$ cat src/rtl/cfg_loader_pkg.sv
package cfg_loader_pkg;

  typedef enum logic [2:0] {
    LD_IDLE,
    LD_READ,
    LD_LEAD,
    LD_SHIFT,
    LD_FINISH
  } ld_state_e;

  // image length, in words, of device idx on the chain
  function automatic int unsigned dev_words(input int unsigned idx);
    return idx + 1;
  endfunction

  function automatic int unsigned chain_total(input int unsigned ndev);
    int unsigned acc;
    acc = 0;
    for (int unsigned i = 0; i < ndev; i++) acc += dev_words(i);
    return acc;
  endfunction

  // store content generator, truncated to the word width by the store
  function automatic logic [63:0] store_seed(input int unsigned a);
    return 64'(a * 37 + 90);
  endfunction

endpackage

$ cat src/rtl/cfg_store.sv
module cfg_store #(
  parameter int WORD_W = 8,
  parameter int ADDR_W = 8
) (
  input  logic              clk,
  input  logic [ADDR_W-1:0] addr,
  output logic [WORD_W-1:0] q
);
  import cfg_loader_pkg::*;

  localparam int DEPTH = 1 << ADDR_W;

  logic [WORD_W-1:0] mem [DEPTH];

  initial begin
    for (int i = 0; i < DEPTH; i++) begin
      automatic logic [63:0] s = store_seed(i);
      mem[i] = s[WORD_W-1:0];
    end
  end

  always_ff @(posedge clk) q <= mem[addr];

endmodule

$ cat src/rtl/cfg_seq.sv
module cfg_seq
  import cfg_loader_pkg::*;
#(
  parameter int N_DEV  = 4,
  parameter int WORD_W = 8,
  parameter int ADDR_W = 8,
  parameter int LEN_W  = 8,
  parameter int TGT_W  = 3
) (
  input  logic              clk,
  input  logic              rst,
  input  logic              req_valid,
  input  logic              req_chain,
  input  logic [ADDR_W-1:0] req_base,
  input  logic [LEN_W-1:0]  req_len,
  input  logic [TGT_W-1:0]  req_target,
  output logic [ADDR_W-1:0] rd_addr,
  input  logic [WORD_W-1:0] rd_q,
  output logic              busy,
  output logic              done,
  output logic              err,
  output logic              s_clk,
  output logic              s_en,
  output logic              s_dat,
  output logic              chain_q,
  output logic [TGT_W-1:0]  tgt_q
);

  localparam int CHAIN_WORDS = chain_total(N_DEV);
  localparam int MAX_WORDS   = (CHAIN_WORDS > (1 << LEN_W) - 1) ? CHAIN_WORDS : (1 << LEN_W) - 1;
  localparam int WC_W        = $clog2(MAX_WORDS + 1);
  localparam int BW          = $clog2(WORD_W);
  localparam logic [TGT_W-1:0] NDEV_T = TGT_W'(N_DEV);

  ld_state_e         state;
  logic [WC_W-1:0]   words_left;
  logic [BW-1:0]     bits_left;
  logic [WORD_W-1:0] shreg;

  always_ff @(posedge clk) begin
    if (rst) begin
      state      <= LD_IDLE;
      busy       <= 1'b0;
      done       <= 1'b0;
      err        <= 1'b0;
      s_clk      <= 1'b0;
      s_en       <= 1'b0;
      s_dat      <= 1'b0;
      rd_addr    <= '0;
      words_left <= '0;
      bits_left  <= '0;
      shreg      <= '0;
      chain_q    <= 1'b0;
      tgt_q      <= '0;
    end else begin
      done <= 1'b0;
      err  <= 1'b0;
      unique case (state)
        LD_IDLE: begin
          if (req_valid) begin
            if (!req_chain && (req_target >= NDEV_T || req_len == '0)) begin
              err <= 1'b1;
            end else begin
              busy       <= 1'b1;
              state      <= LD_READ;
              rd_addr    <= req_base;
              chain_q    <= req_chain;
              tgt_q      <= req_target;
              words_left <= req_chain ? WC_W'(CHAIN_WORDS) : WC_W'(req_len);
            end
          end
        end
        LD_READ: begin
          // store output for the base address is valid next cycle
          s_en  <= 1'b1;
          state <= LD_LEAD;
        end
        LD_LEAD: begin
          s_dat      <= rd_q[WORD_W-1];
          shreg      <= rd_q << 1;
          bits_left  <= BW'(WORD_W - 1);
          rd_addr    <= rd_addr + 1'b1;
          words_left <= words_left - 1'b1;
          s_clk      <= 1'b0;
          state      <= LD_SHIFT;
        end
        LD_SHIFT: begin
          if (!s_clk) begin
            s_clk <= 1'b1;
          end else if (bits_left != '0) begin
            s_clk     <= 1'b0;
            s_dat     <= shreg[WORD_W-1];
            shreg     <= shreg << 1;
            bits_left <= bits_left - 1'b1;
          end else if (words_left != '0) begin
            s_clk      <= 1'b0;
            s_dat      <= rd_q[WORD_W-1];
            shreg      <= rd_q << 1;
            bits_left  <= BW'(WORD_W - 1);
            rd_addr    <= rd_addr + 1'b1;
            words_left <= words_left - 1'b1;
          end else begin
            s_clk <= 1'b0;
            s_en  <= 1'b0;
            s_dat <= 1'b0;
            done  <= 1'b1;
            state <= LD_FINISH;
          end
        end
        LD_FINISH: begin
          busy  <= 1'b0;
          state <= LD_IDLE;
        end
        default: state <= LD_IDLE;
      endcase
    end
  end

endmodule

$ cat src/rtl/cfg_route.sv
module cfg_route #(
  parameter int N_DEV = 4,
  parameter int TGT_W = 3
) (
  input  logic             chain_q,
  input  logic [TGT_W-1:0] tgt_q,
  input  logic             s_clk,
  input  logic             s_en,
  input  logic             s_dat,
  output logic [N_DEV-1:0] cfg_clk,
  output logic [N_DEV-1:0] cfg_en,
  output logic [N_DEV-1:0] cfg_dat
);

  for (genvar i = 0; i < N_DEV; i++) begin : g_dev
    localparam logic [TGT_W-1:0] IDX = TGT_W'(i);
    logic picked;
    logic feeds;
    assign picked = chain_q || (tgt_q == IDX);
    // on the chain only the head device takes the serial input
    assign feeds  = chain_q ? (i == 0) : (tgt_q == IDX);
    assign cfg_clk[i] = s_clk & picked;
    assign cfg_en[i]  = s_en  & picked;
    assign cfg_dat[i] = s_dat & feeds;
  end

endmodule

$ cat src/rtl/cfg_loader.sv
module cfg_loader #(
  parameter int N_DEV  = 4,
  parameter int WORD_W = 8,
  parameter int ADDR_W = 8,
  parameter int LEN_W  = 8,
  localparam int TGT_W = $clog2(N_DEV) + 1
) (
  input  logic              clk,
  input  logic              rst,
  input  logic              req_valid,
  input  logic              req_chain,
  input  logic [ADDR_W-1:0] req_base,
  input  logic [LEN_W-1:0]  req_len,
  input  logic [TGT_W-1:0]  req_target,
  output logic              busy,
  output logic              done,
  output logic              err,
  output logic [N_DEV-1:0]  cfg_clk,
  output logic [N_DEV-1:0]  cfg_en,
  output logic [N_DEV-1:0]  cfg_dat
);

  logic [ADDR_W-1:0] rd_addr;
  logic [WORD_W-1:0] rd_q;
  logic              s_clk, s_en, s_dat, chain_q;
  logic [TGT_W-1:0]  tgt_q;

  cfg_store #(.WORD_W(WORD_W), .ADDR_W(ADDR_W)) u_store (
    .clk  (clk),
    .addr (rd_addr),
    .q    (rd_q)
  );

  cfg_seq #(
    .N_DEV(N_DEV), .WORD_W(WORD_W), .ADDR_W(ADDR_W), .LEN_W(LEN_W), .TGT_W(TGT_W)
  ) u_seq (
    .clk        (clk),
    .rst        (rst),
    .req_valid  (req_valid),
    .req_chain  (req_chain),
    .req_base   (req_base),
    .req_len    (req_len),
    .req_target (req_target),
    .rd_addr    (rd_addr),
    .rd_q       (rd_q),
    .busy       (busy),
    .done       (done),
    .err        (err),
    .s_clk      (s_clk),
    .s_en       (s_en),
    .s_dat      (s_dat),
    .chain_q    (chain_q),
    .tgt_q      (tgt_q)
  );

  cfg_route #(.N_DEV(N_DEV), .TGT_W(TGT_W)) u_route (
    .chain_q (chain_q),
    .tgt_q   (tgt_q),
    .s_clk   (s_clk),
    .s_en    (s_en),
    .s_dat   (s_dat),
    .cfg_clk (cfg_clk),
    .cfg_en  (cfg_en),
    .cfg_dat (cfg_dat)
  );

endmodule

$ cat config.mk
export PLATFORM = sky130hd
export DESIGN_NAME = cfg_loader
export DESIGN_NICKNAME = d
export VERILOG_FILES = /design/src/rtl/cfg_loader_pkg.sv /design/src/rtl/cfg_store.sv /design/src/rtl/cfg_seq.sv /design/src/rtl/cfg_route.sv /design/src/rtl/cfg_loader.sv
export SDC_FILE = /design/constraint.sdc
export NUM_CORES = 1
export LEC_CHECK = 0
export BUFFER_PORTS_ARGS = -buffer_cell sky130_fd_sc_hd__buf_2
export CAP_MARGIN = 20
export CORE_MARGIN = 4
export CORE_UTILIZATION = 45
export CTS_CLUSTER_SIZE = 30
export DETAILED_ROUTE_END_ITERATION = 8
export GPL_ROUTABILITY_DRIVEN = 0
export SLEW_MARGIN = 20
export SYNTH_ARGS = -nofsm -noshare
export SYNTH_HDL_FRONTEND = slang
export SYNTH_SLANG_ARGS = --single-unit
$ cat constraint.sdc
create_clock -name clk -period 3.3 [get_ports clk]
set_input_delay 0.66 -clock clk [delete_from_list [all_inputs] [get_ports clk]]
set_output_delay 0.66 -clock clk [all_outputs]
set_load 0.02 [all_outputs]
Word level (Yosys, flattened, before mapping) --
Memory sizes are Yosys's and may differ from the RTL's. A register that Yosys moved wholly into a read port is not among the register bits. Index checks and enable logic that the tools add are counted.
Storage, ports and cells: input bits 23, memories kept 1, output and inout port bits 15, register bits 40, memory bits (read-only) 2048, word-level logic and storage cells 120
Memory list:
- u_store.mem | depth 256, bits a word 8, read ports 1, clocked after Yosys merged registers in 1, wr ports 0, RTL line cfg_store.sv:13 | logic [WORD_W-1:0] mem [DEPTH];
Operators by class: reductions and logical operators 25, mux-type cells 46, $add $sub $neg 3, order comparisons 1, bitwise operators 17, equal/unequal tests 14
Operators by type and width (count):
- $mux W8 | 14
- $pmux W8 S3 | 2
- $mux W3 | 8
- $pmux W8 S2 | 1
- $mux W1 | 15
- $and A1 B1 Y1 | 12
- $eq A3 B2 Y1 const B | 4
- $pmux W3 S4 | 1
- $reduce_and A3 Y1 | 3
- $add A8 B1 Y8 const B | 1
- $logic_not A8 Y1 | 1
- $ne A2 B2 Y1 const B | 4
- $pmux W1 S2 | 4
- $reduce_bool A8 Y1 | 1
- $sub A8 B1 Y8 const B | 1
- $eq A3 B1 Y1 const B | 2
- $logic_not A3 Y1 | 2
- $pmux W3 S2 | 1
- $reduce_and A6 Y1 | 1
- $reduce_bool A2 Y1 | 3
- $reduce_bool A3 Y1 | 2
- $logic_or A1 B1 Y1 | 5
- $not A1 Y1 | 5
- $reduce_and A5 Y1 | 1
- other kinds (11) | 12

Logic depth before layout (Yosys ltp) --
Gate-level depths: netlist of the first run.
depth after elaboration 6, gate-level depth with buffers 10, depth with buffers taken out 8

Modules after synthesis --
From an unflattened synthesis of the first run, not the netlist that was laid out.
Second synthesis, totals: cells, all modules 443, area total of the unflattened synthesis 3729.8 um2
By module, submodules not included:
- cfg_seq | seq. area each 780.7 um2, cells an instance 286, instances 1, area an instance 2439.8 um2
- cfg_store | seq. area each 160.2 um2, cells an instance 136, instances 1, area an instance 1173.6 um2
- cfg_route | seq. area each 0.0 um2, cells an instance 21, instances 1, area an instance 116.4 um2

Worst setup path after synthesis of the first run --
Ideal clock, no wire load.
path kind flip-flop to flip-flop, from register u_seq.rd_addr[1], to register u_store.q[6], read port of u_store.mem, required time 3213 ps, cell stages (with the launch flop) 11, slack 908 ps, path buffers 2, data arrival time 2305 ps, clock period less this slack 2392 ps, setup time 87 ps, cells stage by stage dfxtp_1 -> buf_1 -> inv_1 -> ha_1 -> clkbuf_1 -> nand2_1 -> o21a_1 -> mux4_2 -> o22ai_1 -> nand2_1 -> o31ai_1
RTL lines:
- start, declared | RTL line cfg_seq.sv:17 | output logic [ADDR_W-1:0] rd_addr,
- start signal, assigned | RTL line cfg_seq.sv:66 | rd_addr <= req_base;
- start signal, assigned | RTL line cfg_seq.sv:82 | rd_addr <= rd_addr + 1'b1;
- start signal, assigned | RTL line cfg_seq.sv:100 | rd_addr <= rd_addr + 1'b1;
- end, declared | RTL line cfg_store.sv:7 | output logic [WORD_W-1:0] q

Worst setup path in the final report of the first run --
from register u_seq.bits_left[0], to register u_seq.rd_addr[0]
Between the ends: cells in the longest elaborated chain, start to end 3
RTL lines:
- start, declared | RTL line cfg_seq.sv:37 | logic [BW-1:0] bits_left;
- start signal, assigned | RTL line cfg_seq.sv:81 | bits_left <= BW'(WORD_W - 1);
- start signal, assigned | RTL line cfg_seq.sv:94 | bits_left <= bits_left - 1'b1;
- start signal, assigned | RTL line cfg_seq.sv:99 | bits_left <= BW'(WORD_W - 1);
- $reduce_bool A3 Y1 | RTL line cfg_seq.sv:90 | end else if (bits_left != '0) begin
- $ne A2 B2 Y1 (no line)
- $reduce_and A6 Y1 (no line)
Every way passes these cells. A chain may end at the register's enable or synchronous reset.

==> results of run 1 <==
registers in the layout, summed over array words and instances, names as in the netlist:
signal,flops
u_seq.state,3
u_seq.tgt_q,3
u_seq.s_en,1
u_seq.err,1
u_seq.chain_q,1
u_seq.s_dat,1
u_seq.rd_addr,8
u_seq.shreg,7
u_store.q,8
u_seq.s_clk,1
u_seq.done,1
u_seq.bits_left,3
u_seq.words_left,8
u_seq.busy,1
stage by stage:
step	total power, W	setup slack [ns]	area [um^2]
3_3_place_gp	0.00148	0.742	3520
4_1_cts	0.00194	0.855	3640
2_1_floorplan	0.00132	0.908	3320
5_1_grt	0.00209	0.691	3640
3_5_place_dp	0.00148	0.690	3520
6_report	0.00195	0.874	3640
worst min path at each step:
stage	endpoint	slack (ns)	start
3_5_place_dp	u_seq.shreg[1]$_SDFFE_PP0P_	0.47	u_seq.shreg[1]$_SDFFE_PP0P_
2_1_floorplan	u_seq.words_left[1]$_SDFFE_PP0P_	0.45	u_seq.words_left[1]$_SDFFE_PP0P_
6_report	u_seq.shreg[1]$_SDFFE_PP0P_	0.48	u_seq.shreg[1]$_SDFFE_PP0P_
4_1_cts	u_seq.shreg[1]$_SDFFE_PP0P_	0.48	u_seq.shreg[1]$_SDFFE_PP0P_
5_1_grt	u_seq.shreg[1]$_SDFFE_PP0P_	0.51	u_seq.shreg[1]$_SDFFE_PP0P_
3_3_place_gp	u_seq.shreg[1]$_SDFFE_PP0P_	0.46	u_seq.shreg[1]$_SDFFE_PP0P_
power by group through the flow:
stage	Sequential, W	Combinational [W]	Clock [W]
floorplan	0.000716	0.000601	0
global placement	0.000757	0.000727	0
detailed placement	0.000756	0.000726	0
CTS	0.000743	0.000730	0.000467
global route	0.000760	0.000830	0.000495
finish	0.000744	0.000740	0.000463
Yosys cell counts (all sizes together), types with 3 or more instances:
library cell / instances / area [um^2]
a21oi: 51 / 259
nor2: 48 / 190
dfxtp: 47 / 941
nand2: 42 / 158
o21ai: 33 / 165
clkbuf: 22 / 82.6
nor3: 21 / 105
inv: 17 / 63.8
a211oi: 16 / 120
buf: 16 / 82.6
ha: 15 / 188
nor2b: 12 / 75.1
nand2b: 11 / 68.8
nand3: 9 / 45.0
o211ai: 9 / 67.6
nor3b: 7 / 52.6
a31oi: 6 / 37.5
mux2i: 6 / 60.1
nand3b: 4 / 30.0
nor4: 4 / 25.0
o31ai: 4 / 30.0
o32ai: 4 / 35.0
or2: 4 / 25.0
a211o: 3 / 26.3
a221oi: 3 / 32.5
a311oi: 3 / 32.5
and3: 3 / 18.8
o22ai: 3 / 18.8
or3: 3 / 18.8
worst register-to-register path: stages (launching register included):
cell      delay [ns]
dfxtp_1         0.33
inv_1           0.08
ha_1            0.15
nor2b_1         0.38
and4b_1         0.27
a32o_1          0.15
or2_1           0.49
o21ai_0         0.23
a221oi_2        0.29
area by class of cell:
| class | count | share of cell area [%] |
|---|---|---|
| multi-input cells | 352 | 59.1 |
| clock inverters | 2 | 1.07 |
| inverters | 17 | 1.75 |
| repair buffers | 44 | 6.53 |
| flip-flops and latches | 47 | 25.8 |
| clock buffers | 6 | 2.27 |
| well taps | 99 | 3.40 |
kinds of logic after synthesis:
family	synth area share [%]
DFF	28.3
adders and majority gates	5.65
muxes	3.16
AOI/OAI and AO/OA	28.7
and+or+nand+nor	26.5
xor gates and xnor gates	0.791
buffers and inverters	6.89
metal layers:
metal	wire length, um	up-vias	part of all wire (%)
met2	4000	108	46
met3	455	13	5.2
met1	4150	1493	48
met5	0	-	0
met4	104	0	1.2
li1	-	1660	-
==> impl_metrics.yaml, run 1 <==
run_status:
  status: "completed"
power:
  pwr-share-clk_pct: 23.8
  sw_frac_of_total_pct: 38.4
  p_int_w: 0.00120
  pwr-share-comb_pct: 38.0
  p_sw_w: 0.000748
  power_density_nw_per_um2: 535
  vdd_drop_max_uv: 250
  p_seq_share_pct: 38.2
  p_leak_nw: 1.33
drt:
  drc: 0
  avgViaCountPerCell: 5.77
  dr.pass1.iters: 6
  vias: 3274
  ant_nets: 0
  dr.first_iter.drc_count: 176
  routed_wl_um: 8710
  detail_route.wl_per_cell_um: 15.4
global_routing:
  grt_max_degree: 46
  antenna_found_initial: 0
  grt_use_total_pct: 19.5
  met2_usage_pct: 31.0
  grt_pass1_vias: 2892
  grt_pass1_wl_um: 14100
  gr-total-overflow: 0
  grt.busiest_layer: "met2"
  met3_usage_pct: 2.40
  met1_usage_pct: 28.1
setup_path:
  r2r_cells: 8
  path_cells: "inv_1, ha_1, nor2b_1, and4b_1, a32o_1, or2_1, o21ai_0, a221oi_2"
  endpoint: "u_seq.rd_addr[0]$_SDFFE_PP0P_"
  r2r_end: "u_seq.rd_addr[0]$_SDFFE_PP0P_"
  crit_slowest_cell: "or2_1"
  worst-path-stages: 8
  path_buf_inv: 1
  crit_path_end_kind: "register"
  rrSetupSlack_ns: 0.87
  worstPathMaxFanout: 14
  critical_path_class: "register to register"
  crit_start: "u_seq.bits_left[0]$_SDFFE_PP0P_"
  r2r_start: "u_seq.bits_left[0]$_SDFFE_PP0P_"
  critPathRequiredTime_ns: 3.53
  crit_family: "simple AND/OR/NAND/NOR gates"
  critical_path_arrival_ns: 2.65
  slowest_delay_ns: 0.49
  start_kind: "register"
clock_network:
  clock_path_buffers: 2
  post_cts_resized: 0
  cts_sinks: 47
  clk_pin_slew_ns: 0.10
  cts_buffers: 5
  tritoncts: "built"
  cts_setup_buffers: 0
  cts-hold-fix-buffers: 0
  cts_max_level: 2
  worstSkewPairLatency_ns: 0.31
  root_buffer: "clkbuf_8"
timing:
  slew_headroom_pct: 42.3
  grt_setup_unrepaired: "false"
  setup_viol: 0
  finalCritPeriodShare_pct: 73.5
  final.setup.tns_ns: 0
  hold_violations: 0
  min_period_ns: 2.43
  finalMaxSlewViolations: 0
  worst_pin_slew_ns: 0.865
  timing.hold.ws_ns: 0.481
  timing.fmax_mhz: 412
  skew_ns: 0.0143
yosys:
  synth_cell_type_count: 59
  ys_seq_elements: 47
  syn_area_um2: 3320
  synthArstFlopShare_pct: 0
  netlist_instances: 454
  synth-seq-area-share_pct: 28.3
  ys.flop_type: "dfxtp_1"
  syn_area_per_cell_um2: 7.32
  synth_nets: 492
  synth_warnings: 0
  synth-edff-count: 0
layout:
  stdcell_count: 567
  multi_input_area_um2: 2150
  area_growth_pct: 9.56
  final_core_util_pct: 50.5
  fillers: 747
  layout-drive-gt1-share_pct: 13.7
  nets: 505
  layout_common_cells: "a21oi_1 (50), dfxtp_1 (47), nor2_1 (46)"
  ff_latch_area_um2: 941
  final_common_cell: "a21oi_1"
  n_antenna_cell: 0
die:
  fp.dieW_um: 93.9
  die_h_um: 93.9
  start_util_pct: 46.1
  rows: 31
  die-area_um2: 8820
  core_um2: 7210
  ios: 38
place:
  portBuffers: 37
  dp_hpwl_um: 6050
  dp_cells: 559
hold_path:
  hold_class: "register to register"
  min_path_cells: 2
job:
  cap_violations: 0
Note: power is estimated with default switching activity, not from simulation.
==> run 2: changes to the inputs <==
Settings changed: ABC_AREA set to 1, PLACE_DENSITY set to 0.66.
Clock period 3.3 ns to 2 ns, I/O delays scaled along.
==> run 2 against run 1 <==
Net effect: sequential share of layout area decreased by 0.84 points; power increased by 120%; register-to-register slack got worse by 0.67 ns; count of clock-buffer cells in the layout decreased by 1; sequential cell count unchanged; clock skew decreased by 0.0094 ns; critical path type unchanged; critical endpoint unchanged.
==> impl_metrics.yaml, run 2 <==
power:
  p_leak_nw: 1.96
  power_w: 0.00436
  vdd_drop_max_uv: 595
  power_density_nw_per_um2: 1160
timing:
  finalCritPeriodShare_pct: 90.0
  grt_setup_unrepaired: "false"
  slew_headroom_pct: 65.4
  min_period_ns: 1.80
  final.setup.tns_ns: 0
  worst_pin_slew_ns: 0.517
  skew_ns: 0.00489
  setup_viol: 0
  timing.fmax_mhz: 555
  finalMaxSlewViolations: 0
  hold_violations: 0
  timing.hold.ws_ns: 0.368
drt:
  detail_route.wl_per_cell_um: 11.8
  routed_wl_um: 8280
  dr.first_iter.drc_count: 192
  ant_nets: 0
  vias: 3509
  drc: 0
  avgViaCountPerCell: 5.00
  dr.pass1.iters: 5
global_routing:
  grt_use_total_pct: 19.4
  met1_usage_pct: 27.1
  gr-total-overflow: 0
  met3_usage_pct: 3.27
  grt.busiest_layer: "met2"
  antenna_found_initial: 0
  grt_max_degree: 31
  grt_pass1_vias: 3133
  met2_usage_pct: 31.1
  grt_pass1_wl_um: 14200
yosys:
  ys_seq_elements: 47
  synth_compound_area_share_pct: 10.7
  yosys-top-cells-area: "dfxtp_1 (28%), nand2_1 (21%), nor2_1 (9.5%), nand3_1 (7.4%), inv_1 (6.2%)"
  yosysMostFrequentCell: "nand2_1"
  synth_cell_type_count: 39
  synthAdderAreaFrac_pct: 5.55
  synthArstFlopShare_pct: 0
  yosys.area.top_type: "dfxtp_1"
  ys.flop_type: "dfxtp_1"
  synth_top_area_share_pct: 27.8
  synth.area.mux_share_pct: 0
  synth_simple_gate_area_share_pct: 44.3
  syn_area_um2: 3380
  syn_area_per_cell_um2: 5.98
  synth-edff-count: 0
  synth-seq-area-share_pct: 27.8
  synthXorXnorAreaFrac_pct: 0.777
  synth_nets: 603
  netlist_instances: 565
  synth_warnings: 0
  synth_top_family_by_area: "simple AND/OR/NAND/NOR gates"
  synth_commonest_cells: "nand2_1 (185), nor2_1 (86), inv_1 (56)"
setup_path:
  worstPathMaxFanout: 30
  crit_path_end_kind: "register"
  critical_path_arrival_ns: 1.99
  path_buf_inv: 1
  critPathRequiredTime_ns: 2.19
  r2r_cells: 9
  start_kind: "register"
  rrSetupSlack_ns: 0.20
  path_cells: "inv_1, ha_1, nand2_1, nand2_8, nand2_2, nor2_4, nand3_4, nor2_1, nor2_1"
  critical_path_class: "register to register"
  cpMostUsedCell: "nor2_1"
  r2r_end: "u_seq.rd_addr[0]$_SDFFE_PP0P_"
  r2r_start: "u_seq.bits_left[0]$_SDFFE_PP0P_"
  worst-path-stages: 9
  crit_slowest_cell: "dfxtp_1"
  crit_family: "simple AND/OR/NAND/NOR gates"
  slowest_delay_ns: 0.32
job:
  cap_violations: 0
layout:
  nets: 640
  layout_common_cells: "nand2_1 (185), nor2_1 (86), inv_1 (56)"
  final_common_cell: "nand2_1"
  n_antenna_cell: 0
  area_growth_pct: 11.5
  multi_input_area_um2: 2070
  final_core_util_pct: 51.7
  fillers: 779
  reg_top3: "u_seq.rd_addr x8, u_seq.words_left x8, u_store.q x8"
  ff_latch_area_um2: 942
  layout-drive-gt1-share_pct: 13.4
hold_path:
  min_path_cells: 3
  hold_class: "input pin to register"
  hold_path_end: "u_seq.tgt_q[1]$_SDFFE_PP0P_"
  hp-start: "req_target[1]"
die:
  fp.dieW_um: 94.7
  core_um2: 7290
  die-area_um2: 8960
  die_h_um: 94.7
  ios: 38
  rows: 31
  start_util_pct: 46.4
clock_network:
  worstSkewPairLatency_ns: 0.30
  tritoncts: "built"
  clock_path_buffers: 2
  root_buffer: "clkbuf_8"
  cts_sinks: 47
  clk_pin_slew_ns: 0.09
  cts_buffers: 5
  cts_max_level: 2
  cts_setup_buffers: 0
run_status:
  status: "completed"
place:
  dp_hpwl_um: 6250
  portBuffers: 37
[run 2: cell count changes in the layout (fill, tap and decap cells not counted), sizes merged, moves of 9 or more]
cell / delta
nand3: +44
a211oi: -15
nor2: +42
nor3: -19
nand2b: -11
nor2b: -12
nand2: +147
a21oi: -24
nand4: +9
inv: +49
[run 2: per-stage QoR]
stage / instance area (um^2) / setup slack (ns) / std cells
after floorplan: 3380 / 0.336 / 565
after global placement: 3650 / 0.270 / 694
after detailed placement: 3650 / 0.197 / 694
after CTS: 3770 / 0.187 / 702
after global routing: 3770 / 0.0156 / 702
final: 3770 / 0.200 / 702
[run 2: power breakdown]
part           total, W  switching [W]  leakage, nW  internal (W)
Combinational   0.00229        0.00149         1.52      0.000795
Sequential      0.00135       0.000170        0.389       0.00118
Clock          0.000720       0.000343       0.0548      0.000377
[run 2: layout make-up]
type                            count  share of cell area [%]
Clock inverter                      3                    1.23
Multi-Input combinational cell    434                    55.0
Tap cell                           99                    3.29
Clock buffer                        5                    1.83
Timing Repair Buffer               47                    6.91
Inverter                           67                    6.74
Sequential cell                    47                    25.0
[run 2: metal layers]
layer	part of all wire, %	wire length [um]
met1	48	3940
met2	45	3730
met3	6.3	520
met4	1.0	83
met5	0	0
[run 2: cell families after synthesis]
kind of cell	Yosys count
fa+ha+maj	15
compound gates	67
buf+inv	84
flops	47
xor+xnor	3
simple gates	349
[run 2: worst max path at each step]
stage / startpoint / endpoint / slack, ns
4_1_cts: u_seq.rd_addr[0]$_SDFFE_PP0P_ / u_store.q[6]$_DFF_P_ / 0.19
6_report: u_seq.bits_left[0]$_SDFFE_PP0P_ / u_seq.rd_addr[0]$_SDFFE_PP0P_ / 0.20
2_1_floorplan: u_seq.rd_addr[0]$_SDFFE_PP0P_ / u_store.q[6]$_DFF_P_ / 0.34
3_3_place_gp: u_seq.rd_addr[0]$_SDFFE_PP0P_ / u_store.q[6]$_DFF_P_ / 0.27
5_1_grt: u_seq.bits_left[1]$_SDFFE_PP0P_ / u_seq.words_left[4]$_SDFFE_PP0P_ / 0.02
3_5_place_dp: u_seq.rd_addr[0]$_SDFFE_PP0P_ / u_store.q[6]$_DFF_P_ / 0.20
[run 2: what timing repair did]
| item | in CTS | in global routing |
|---|---|---|
| hold buffers | 0 | 0 |
| endpoints found under the setup margin | 0 | 1 |
| gates resized for setup | 0 | 1 |
[run 2: worst register-to-register path, delay by kind of cell (launching register included)]
kind,cells,cell delay (ns)
AND/OR/NAND/NOR,7,1.15
adder cells (fa/ha/maj),1,0.15
buffers and inverters,1,0.10
flip-flops,1,0.32
==> run 3: changes to the inputs <==
Settings changed: SYNTH_HIERARCHICAL set to 1.
==> run 3 against run 2 <==
Net effect: sequential power about the same; power up 4.4%; sequential cell count did not move; die area rose by 0.68%; wire length rose by 2.7%; critical path type unchanged; maximum frequency decreased by 1.4%; hold slack worse by 0.0087 ns; critical endpoint is now u_seq/rd_addr[7]$_SDFFE_PP0P_.
==> impl_metrics.yaml, run 3 <==
die:
  ios: 38
  rows: 31
  die-area_um2: 9020
  core_um2: 7290
  fp.dieW_um: 95.0
  die_h_um: 95.0
  start_util_pct: 46.7
yosys:
  ys_seq_elements: 47
  synth_cell_type_count: 32
  synth-edff-count: 0
  synthArstFlopShare_pct: 0
  synth-seq-area-share_pct: 27.6
  synth_top_area_share_pct: 27.6
  ys.flop_type: "dfxtp_1"
  yosys.area.top_type: "dfxtp_1"
  syn_area_per_cell_um2: 5.87
  synth_nets: 618
  synth_commonest_cells: "nand2_1 (185), nand3_1 (84), nor2_1 (72)"
  yosysMostFrequentCell: "nand2_1"
  synth_warnings: 6
  syn_area_um2: 3410
  netlist_instances: 580
  yosys-top-cells-area: "dfxtp_1 (28%), nand2_1 (20%), nand3_1 (12%), nor2_1 (7.9%), inv_1 (6.6%)"
clock_network:
  tritoncts: "built"
  cts_max_level: 2
  cts_buffers: 5
  root_buffer: "clkbuf_8"
  cts-hold-fix-buffers: 0
  clock_path_buffers: 2
  worstSkewPairLatency_ns: 0.30
  clk_pin_slew_ns: 0.09
  cts_sinks: 47
  post_cts_resized: 0
  cts_setup_buffers: 0
setup_path:
  crit_path_end_kind: "register"
  critical_path_arrival_ns: 2.06
  path_cells: "nor2_1, nand3_1, nand2_1, inv_1, nand2_1, nor2_2, nand2_2, buf_4, nand2_1, a21oi_1"
  start_kind: "register"
  slowest_delay_ns: 0.35
  rrSetupSlack_ns: 0.17
  crit_slowest_cell: "dfxtp_1"
  r2r_start: "u_seq/state[2]$_SDFFE_PP0P_"
  crit_family: "simple AND/OR/NAND/NOR gates"
  r2r_cells: 10
  cpMostUsedCell: "nand2_1"
  critical_path_class: "register to register"
  r2r_end: "u_seq/rd_addr[7]$_SDFFE_PP0P_"
  path_buf_inv: 2
  critPathRequiredTime_ns: 2.23
  worstPathMaxFanout: 11
power:
  p_leak_nw: 1.94
  sw_frac_of_total_pct: 47.2
  p_sw_w: 0.00215
  power_density_nw_per_um2: 1180
  vdd_drop_max_uv: 516
  p_int_w: 0.00240
  pwr-share-clk_pct: 13.6
  pwr-share-comb_pct: 56.4
  p_seq_share_pct: 30.0
layout:
  stdcell_count: 723
  post-route-cell-area_um2: 3840
  n_antenna_cell: 0
  layout-drive-gt1-share_pct: 13.3
  area_growth_pct: 12.8
  reg_top3: "u_seq/rd_addr x8, u_seq/words_left x8, u_store/q x8"
  multi_input_area_um2: 2090
  final_common_cell: "nand2_1"
  fillers: 799
  layout_common_cells: "nand2_1 (185), nand3_1 (84), nor2_1 (72)"
  nets: 661
  ff_latch_area_um2: 941
place:
  dp_hpwl_um: 6460
  dp_cells: 715
  portBuffers: 37
  dpl-instance-area_um2: 3740
timing:
  worst_pin_slew_ns: 0.480
  finalMaxSlewViolations: 0
  slew_headroom_pct: 67.9
  finalCritPeriodShare_pct: 91.3
  min_period_ns: 1.83
  setup_viol: 0
  skew_ns: 0.00781
  hold_violations: 0
  grt_setup_unrepaired: "false"
  timing.fmax_mhz: 548
  final.setup.tns_ns: 0
drt:
  drc: 0
  ant_nets: 0
  detail_route.wl_per_cell_um: 11.8
  dr.pass1.iters: 4
  dr.first_iter.drc_count: 229
  vias: 3630
  routed_wl_um: 8500
  avgViaCountPerCell: 5.02
job:
  cap_violations: 0
global_routing:
  grt_pass1_wl_um: 14500
  gr-total-overflow: 0
  grt_use_total_pct: 19.7
  antenna_found_initial: 0
  grt_pass1_vias: 3305
  grt_max_degree: 24
hold_path:
  hold_path_end: "u_seq/tgt_q[1]$_SDFFE_PP0P_"
  hp-start: "req_target[1]"
  hold_class: "input pin to register"
  min_path_cells: 3
run_status:
  status: "completed"
[run 3: cell count changes in the layout (fill, tap and decap cells not counted), moves of 2 or more]
cell | before | now
nand4_1 | 10 | 2
and2_1 | 0 | 2
inv_1 | 56 | 60
nor3_1 | 2 | 4
inv_2 | 9 | 2
buf_4 | 10 | 19
nand2_2 | 2 | 5
nor2_1 | 86 | 72
o21ai_1 | 1 | 5
nand3_1 | 50 | 84
[run 3: logic make-up after synthesis]
family | after synthesis | share of synthesized area (%)
and+or+nand+nor | 364 | 45.0
buffers and inverters | 85 | 11.1
AOI/OAI and AO/OA | 68 | 10.5
DFF | 47 | 27.6
adders and majority gates | 15 | 5.51
xor gates and xnor gates | 1 | 0.257
[run 3: cell type report]
type	instances	area share, %
Multi-Input combinational cell	448	54.3
Sequential cell	47	24.5
Timing Repair Buffer	57	9.06
Inverter	64	6.32
Tap cell	99	3.22
Clock buffer	6	2.15
Clock inverter	2	0.423
[run 3: power groups by stage]
stage / logic (W) / registers (W) / clock network [W]
2_1_floorplan: 0.00197 / 0.00136 / 0
3_3_place_gp: 0.00250 / 0.00138 / 0
3_5_place_dp: 0.00255 / 0.00139 / 0
4_1_cts: 0.00256 / 0.00137 / 0.000625
5_1_grt: 0.00296 / 0.00141 / 0.000673
6_report: 0.00257 / 0.00137 / 0.000618
[run 3: through the flow]
stage / total power [W] / setup slack (ns) / utilization (%) / hold slack, ns
after floorplan: 0.00334 / 0.246 / - / 0.424
after global placement: 0.00388 / 0.260 / 51.3 / 0.441
after detailed placement: 0.00394 / 0.231 / 51.3 / 0.450
after CTS: 0.00455 / 0.191 / 52.7 / 0.358
after global routing: 0.00505 / 0.0452 / 52.7 / 0.355
final: 0.00455 / 0.175 / 52.7 / 0.360
[run 3: routing by layer]
metal	vias up	global-route usage [%]	share of wire [%]
met5	-	0	0
met4	0	5.65	0.93
met3	6	3.27	5.5
met2	80	32.6	46
met1	1611	26.3	48
li1	1933	-	-
[run 3: worst min-delay path: stages]
cell and delay [ns]:
buf_2 0.09, nand3_1 0.07, a21oi_1 0.06
[run 3: worst max-delay path by stage]
stage | startpoint | to | slack (ns) | cells past startpoint
6_report | u_seq/state[2]$_SDFFE_PP0P_ | u_seq/rd_addr[7]$_SDFFE_PP0P_ | 0.17 | 10
5_1_grt | u_seq/bits_left[0]$_SDFFE_PP0P_ | u_seq/rd_addr[3]$_SDFFE_PP0P_ | 0.05 | 13
2_1_floorplan | u_seq/rd_addr[1]$_SDFFE_PP0P_ | u_store/q[6]$_DFF_P_ | 0.25 | 12
4_1_cts | u_seq/state[2]$_SDFFE_PP0P_ | u_seq/rd_addr[7]$_SDFFE_PP0P_ | 0.19 | 10
3_5_place_dp | u_seq/state[2]$_SDFFE_PP0P_ | u_seq/rd_addr[7]$_SDFFE_PP0P_ | 0.23 | 10
3_3_place_gp | u_seq/state[0]$_SDFFE_PP0P_ | u_seq/rd_addr[7]$_SDFFE_PP0P_ | 0.26 | 10
